File: src/rtl/audmck_pkg.sv
package audmck_pkg;

    localparam int CFG_W       = 32;
    localparam int IDX_W       = 3;
    localparam int RATIO_W     = 6;
    localparam int NUM_CH      = 2;

    // PLL control field positions
    localparam int PWR_BIT     = 0;
    localparam int FAM_BIT     = 1;
    localparam int ENA_BIT     = 3;
    localparam int KEY_LSB     = 4;
    localparam int KEY_W       = 6;
    localparam logic [KEY_W-1:0] KEY_VAL = 6'h12;
    localparam int PRST_BIT    = 11;

    // channel field positions: 0 = transmit, 1 = receive
    localparam int TX_IDX_LSB  = 16;
    localparam int TX_GATE_BIT = 19;
    localparam int RX_IDX_LSB  = 24;
    localparam int RX_GATE_BIT = 27;

    localparam logic [IDX_W-1:0] OFF_IDX = 3'd7;

    function automatic int idx_lsb(input int ch);
        return (ch == 0) ? TX_IDX_LSB : RX_IDX_LSB;
    endfunction

    function automatic int gate_bit(input int ch);
        return (ch == 0) ? TX_GATE_BIT : RX_GATE_BIT;
    endfunction

    // divide ratio table, reserved code yields 0
    function automatic logic [RATIO_W-1:0] ratio_of(input logic [IDX_W-1:0] i);
        logic [RATIO_W-1:0] r;
        case (i)
            3'd0:    r = 6'd3;
            3'd1:    r = 6'd6;
            3'd2:    r = 6'd9;
            3'd3:    r = 6'd12;
            3'd4:    r = 6'd18;
            3'd5:    r = 6'd24;
            3'd6:    r = 6'd32;
            default: r = 6'd0;
        endcase
        return r;
    endfunction

endpackage

File: src/rtl/audmck_cfg.sv
module audmck_cfg
    import audmck_pkg::*;
(
    input  logic                          clk,
    input  logic                          rst_n,
    input  logic                          we,
    input  logic [CFG_W-1:0]              wdata,
    output logic [CFG_W-1:0]              cfg,
    output logic                          valid,
    output logic                          family,
    output logic [NUM_CH-1:0]             ch_run,
    output logic [NUM_CH-1:0][IDX_W-1:0]  ch_idx
);

    typedef struct packed {
        logic [CFG_W-1:0] word;
    } cfg_state_t;

    cfg_state_t st_d, st_q;

    always_comb begin
        st_d = st_q;
        if (we) begin
            st_d.word = wdata;
        end
    end

    always_ff @(posedge clk or negedge rst_n) begin
        if (!rst_n) begin
            st_q <= '0;
        end else begin
            st_q <= st_d;
        end
    end

    assign cfg    = st_q.word;
    assign family = st_q.word[FAM_BIT];
    assign valid  = !st_q.word[PRST_BIT]
                  && st_q.word[PWR_BIT]
                  && st_q.word[ENA_BIT]
                  && (st_q.word[KEY_LSB +: KEY_W] == KEY_VAL);

    for (genvar ch = 0; ch < NUM_CH; ch++) begin : g_dec
        localparam int LSB = idx_lsb(ch);
        localparam int GB  = gate_bit(ch);
        assign ch_idx[ch] = st_q.word[LSB +: IDX_W];
        assign ch_run[ch] = valid && !st_q.word[GB];
    end

endmodule

File: src/rtl/audmck_chan.sv
module audmck_chan
    import audmck_pkg::*;
#(
    parameter int CNT_W = RATIO_W
)(
    input  logic             clk,
    input  logic             rst_n,
    input  logic             run,
    input  logic [IDX_W-1:0] idx,
    output logic             mck_en
);

    typedef struct packed {
        logic [CNT_W-1:0] cnt;
        logic             pulse;
    } chan_state_t;

    chan_state_t st_d, st_q;
    logic [RATIO_W-1:0] ratio;

    assign ratio = ratio_of(idx);

    always_comb begin
        st_d = st_q;
        st_d.pulse = 1'b0;
        if (!run) begin
            st_d.cnt = '0;
        end else if (st_q.cnt == '0) begin
            // wrap point: the index is sampled here only
            if (idx == OFF_IDX) begin
                st_d.cnt = '0;
            end else begin
                st_d.pulse = 1'b1;
                st_d.cnt   = CNT_W'(ratio - RATIO_W'(1));
            end
        end else begin
            st_d.cnt = st_q.cnt - CNT_W'(1);
        end
    end

    always_ff @(posedge clk or negedge rst_n) begin
        if (!rst_n) begin
            st_q <= '0;
        end else begin
            st_q <= st_d;
        end
    end

    assign mck_en = st_q.pulse;

endmodule

File: src/rtl/audio_mclk_div.sv
module audio_mclk_div
    import audmck_pkg::*;
(
    input  logic        clk,
    input  logic        rst_n,
    input  logic        cfg_we,
    input  logic [31:0] cfg_wdata,
    output logic [31:0] cfg_rdata,
    output logic        pll_valid,
    output logic        rate_family,
    output logic        tx_mck_en,
    output logic        rx_mck_en
);

    logic [NUM_CH-1:0]            ch_run;
    logic [NUM_CH-1:0][IDX_W-1:0] ch_idx;
    logic [NUM_CH-1:0]            ch_en;

    audmck_cfg u_cfg (
        .clk    (clk),
        .rst_n  (rst_n),
        .we     (cfg_we),
        .wdata  (cfg_wdata),
        .cfg    (cfg_rdata),
        .valid  (pll_valid),
        .family (rate_family),
        .ch_run (ch_run),
        .ch_idx (ch_idx)
    );

    for (genvar ch = 0; ch < NUM_CH; ch++) begin : g_ch
        audmck_chan #(.CNT_W(RATIO_W)) u_chan (
            .clk    (clk),
            .rst_n  (rst_n),
            .run    (ch_run[ch]),
            .idx    (ch_idx[ch]),
            .mck_en (ch_en[ch])
        );
    end

    assign tx_mck_en = ch_en[0];
    assign rx_mck_en = ch_en[1];

endmodule

File: config.mk
export PLATFORM = sky130hd
export DESIGN_NAME = audio_mclk_div
export DESIGN_NICKNAME = d
export VERILOG_FILES = /design/src/rtl/audmck_pkg.sv /design/src/rtl/audmck_cfg.sv /design/src/rtl/audmck_chan.sv /design/src/rtl/audio_mclk_div.sv
export SDC_FILE = /design/constraint.sdc
export NUM_CORES = 1
export LEC_CHECK = 0
export BUFFER_PORTS_ARGS = -buffer_cell sky130_fd_sc_hd__buf_4
export CAP_MARGIN = 20
export CORE_MARGIN = 1
export CORE_UTILIZATION = 52
export DETAILED_ROUTE_END_ITERATION = 8
export PLACE_DENSITY = 0.92
export SKIP_LAST_GASP = 1
export SYNTH_ARGS = -nofsm -noshare
export SYNTH_HDL_FRONTEND = slang
export SYNTH_SLANG_ARGS = --single-unit
File: constraint.sdc
create_clock -name clk -period 3.21 [get_ports clk]
set_input_delay 0.642 -clock clk [delete_from_list [all_inputs] [get_ports clk]]
set_output_delay 0.642 -clock clk [all_outputs]
set_load 0.02 [all_outputs]
=== After elaboration in Yosys (flattened, before gate mapping) ===
Index checks and enable logic that the tools add are counted.

* Input port bits: 35
* Output and inout port bits: 36
* Logic and storage cells: 50
* Flip-flop bits (word level): 46

* Eq/ne operators: 15
* Reduce and logical (&&, ||, !) cells: 12
* Multiplexer cells: 14
* $add $sub $neg: 4

{| class="wikitable"
|+ Operators by type and width
! operator !! count
|-
| $pmux 6 s7 || 2
|-
| $mux 6 || 6
|-
| $eq 3x3->1 const B || 8
|-
| $sub 6x1->6 const B || 4
|-
| $eq 3x2->1 const B || 4
|-
| $logic_not 6->1 || 2
|-
| $eq 3x1->1 const B || 2
|-
| $eq 6x5->1 const B || 1
|-
| $logic_not 3->1 || 2
|-
| $mux 1 || 6
|-
| $logic_and 1x1->1 || 5
|-
| $logic_not 1->1 || 3
|}

=== Depth between registers and ports, before layout ===
* Word-level depth: 6
* Mapped depth: 5

=== Cells and area by module ===
Synthesis repeated with hierarchy kept, for this count alone.

* Cells, all modules: 173
* Area total of the unflattened synthesis: 2185.8 um^2

{| class="wikitable"
|+ Modules (own cells, without submodules)
! module !! instances !! cells an instance !! area each (um^2)
|-
| audmck_cfg || 1 || 83 || 1287.5
|-
| audmck_chan || 2 || 45 || 449.2
|}

=== Least setup slack after synthesis ===
Ideal clock, no wire load.

* Kind: reg2out
* Start: reg u_cfg.st_q, in the netlist u_cfg.cfg[7]
* End: out pll_valid
* Arrival: 1100 ps
* Path buffers: 0
* Required time: 2568 ps
* Slack: 1468 ps
* Stages on the path, launching flop included: 3
* Cells stage by stage: dfrtp_1 -> nor4b_2 -> and3_1

* Word-level cells in the longest chain between the ends: 2

{| class="wikitable"
|+ RTL lines
! element !! RTL line !! text
|-
| start, declared || audmck_cfg.sv:19 || <nowiki>cfg_state_t st_d, st_q;</nowiki>
|-
| start signal, assigned || audmck_cfg.sv:32 || <nowiki>st_q <= st_d;</nowiki>
|-
| $eq 6x5->1 || audmck_cfg.sv:41 || <nowiki>&& (st_q.word[KEY_LSB +: KEY_W] == KEY_VAL);</nowiki>
|-
| $logic_and 1x1->1 || audmck_cfg.sv:41 ||
|-
| end, declared || audio_mclk_div.sv:9 || <nowiki>output logic pll_valid,</nowiki>
|}

Every way passes these cells.

=== Final worst setup path ===
Same ends and word-level chain as after synthesis.

==> metrics <==
Mapped Nets 206; TritonCTS Buffers 5; Slew Limit Fails 0; critical path class flip-flop to primary output; Chip Width 65.69 um; core area 3771 um^2; register area share after synthesis 54.57%; Min Hold Slack 0.3283 ns; Initial DRT Pass Iterations 5; pre-CTS setup slack 1.431 ns; postcts setup bufs 0; most frequent cells in the layout 70 x buf_4, 46 x dfrtp_1, 30 x mux2_2; area delta synth->final 31.91%; Multi-input gate area 905.9 um^2; HPWL Detailed 3694 um; drt drc 0; skew final 0.005282 ns; layout cells sized above 1 46.67%; R2R Path End g_ch[1].u_chan.st_q[2]$_DFF_PN0_; Die Ht 65.69 um; Warnings, synthesis 0; I/O pin count 71; CP Max Fanout 3; total track usage 26.33%; Placement Cell Area 2673 um^2; Die Footprint 4315 um^2; fin util 73.79%; Synth Flop Type dfrtp_1; top cells by area, synth dfrtp_1 55%, mux2_2 16%, ha_1 2.4%, xnor3_1 2.1%, o21ai_0 1.7%; Crit. End Element primary output; CTS H-tree lvls 2; RR Startpoint g_ch[1].u_chan.st_q[1]$_DFF_PN0_; Async SR Flop Fraction 100.0%; fillers 232; Detail Route Antenna Nets 0; reg2reg path depth 5; Hold WC Path Type input pin to async pin; Synth Cell Area 2110 um^2; Leak Pwr 1.352 nW; Worst setup SP type flip-flop; dpl cells 280; initial core utilization 55.94%; clock slew at reported path FFs 0.09 ns; largest net degree at the start of global routing 47; Setup-failing EPs final 0; Num Clock Sinks 46; clk buf depth 2; Avg Inst Size Synth 12.63 um^2; post-synth top area cell dfrtp_1; register area 1151 um^2; Worst-Skew Late Latency 0.30 ns; first-pass GRT wire length 8217 um; Tmin final 2.060 ns; TritonCTS clock tree yes; post-DR vias/cell 5.844; Worst Max-Slew Pin Slew 0.6275 ns; final worst-path cycle share 64.17%; Finished Cell Area 2783 um^2; Post-CTS Hold Buffers 0; status completed; CTS root buf clkbuf_8; Pwr Density 481.8 nW/um^2; Inserted Diodes 0; # resized after CTS 0; overall power 1.341 mW; Wirelength per Cell 17.55 um; Final Hold Fails 0; number of synthesized flops with an enable pin 0; grt ovf 0; most common cell after layout, fill and taps aside buf_4; post-synthesis cell type count 38; area share of the largest cell type after synthesis 54.57%; antenna violations before repair 0; nets 278; initial DRC count 57; vias in the first global route 1752; setup ws final 1.150 ns; Final Wtd Congestion 0.8012; Cell Count, Final, Fillers Out 288; crit path DAT 1.42 ns; num rows 22; Worst R2R Setup Slack 1.40 ns; MaxCap Viol Count 0; maximum operating frequency 0.4855 GHz; number of synthesized register bits 46; Via Count 1683; Mapped Cells 167; WP data required 2.57 ns; peak supply drop 335.4 uV; final WL 5055 um; Rel. slew slack 58.08%; count of input and output buffers 70; RSZ-0062 raised after global routing no; setup TNS 0 ns
[how the worst max path moves through the flow]
stage	start	to	depth (start not counted)	slack, ns
after detailed placement	g_ch[1].u_chan.st_q[1]$_DFF_PN0_	g_ch[1].u_chan.st_q[2]$_DFF_PN0_	5	1.43
after global placement	u_cfg.cfg[7]$_DFFE_PN0P_	pll_valid	3	1.50
after floorplan	u_cfg.cfg[7]$_DFFE_PN0P_	pll_valid	2	1.47
after CTS	u_cfg.cfg[7]$_DFFE_PN0P_	pll_valid	3	1.16
final	u_cfg.cfg[7]$_DFFE_PN0P_	pll_valid	3	1.15
after global routing	u_cfg.cfg[7]$_DFFE_PN0P_	pll_valid	3	1.05
[layer usage]
layer  share of wire [%]  wire length, um  global-route usage, %  vias to the layer above
met1                  37             1854                  28.41                      813
met5                   0                0                      0                        -
met2                  51             2570                  45.15                       90
li1                    -                -                      -                      762
met3                 8.8              445                  10.07                       18
met4                 3.6              184                  11.96                        0
[flip-flops by register name (all words and copies together), names as in the netlist]
name	cells
g_ch.u_chan.mck_en	2
g_ch.u_chan.st_q	12
u_cfg.cfg	32
[worst max-delay path, cell delays in order, from the launching register on]
cell and delay (ns):
dfrtp_1 0.42, nor4b_2 0.36, and3_1 0.20, buf_4 0.14
[layout make-up]
cell class              count  share of cell area [%]
clock buffers               6                   2.608
clock inverters             2                   1.349
inverters                   8                   1.079
multi-input cells         108                   32.55
flip-flops and latches     46                   41.37
well taps                  48                   2.158
repair buffers             70                   18.88
[logic make-up (layout without fill, tap and decap cells)]
| family | Yosys count | after routing | share of synthesized area [%] |
|---|---|---|---|
| compound gates | 28 | 28 | 8.601 |
| xor+xnor | 4 | 4 | 2.966 |
| fa+ha+maj | 4 | 4 | 2.373 |
| buf+inv | 13 | 86 | 2.492 |
| flops | 46 | 46 | 54.57 |
| mux | 30 | 30 | 16.01 |
| simple gates | 42 | 42 | 12.99 |
[cell usage after synthesis, types with 2 or more instances]
cell	n
ha_1	4
a211oi_1	4
clkbuf_1	2
xnor3_1	2
nor3_1	2
and3b_1	2
dfrtp_1	46
nand4b_1	2
nor2b_1	2
o31ai_1	4
xnor2_1	2
a21oi_1	5
nor2_1	2
or4_1	2
a311oi_1	2
a31oi_1	3
nand3_1	3
a2111oi_0	2
inv_1	8
nor3b_1	3
buf_1	2
nand2_1	8
nand4_1	5
o21ai_0	7
mux2_2	30
[report_power, final]
group	internal, mW	switching [mW]	leakage (nW)	total (mW)
Sequential	0.619	0.0413	0.571	0.660
Combinational	0.135	0.122	0.730	0.257
Clock	0.232	0.191	0.0514	0.424
Total	0.986	0.355	1.35	1.34
Power figures use the tool's default switching activity.
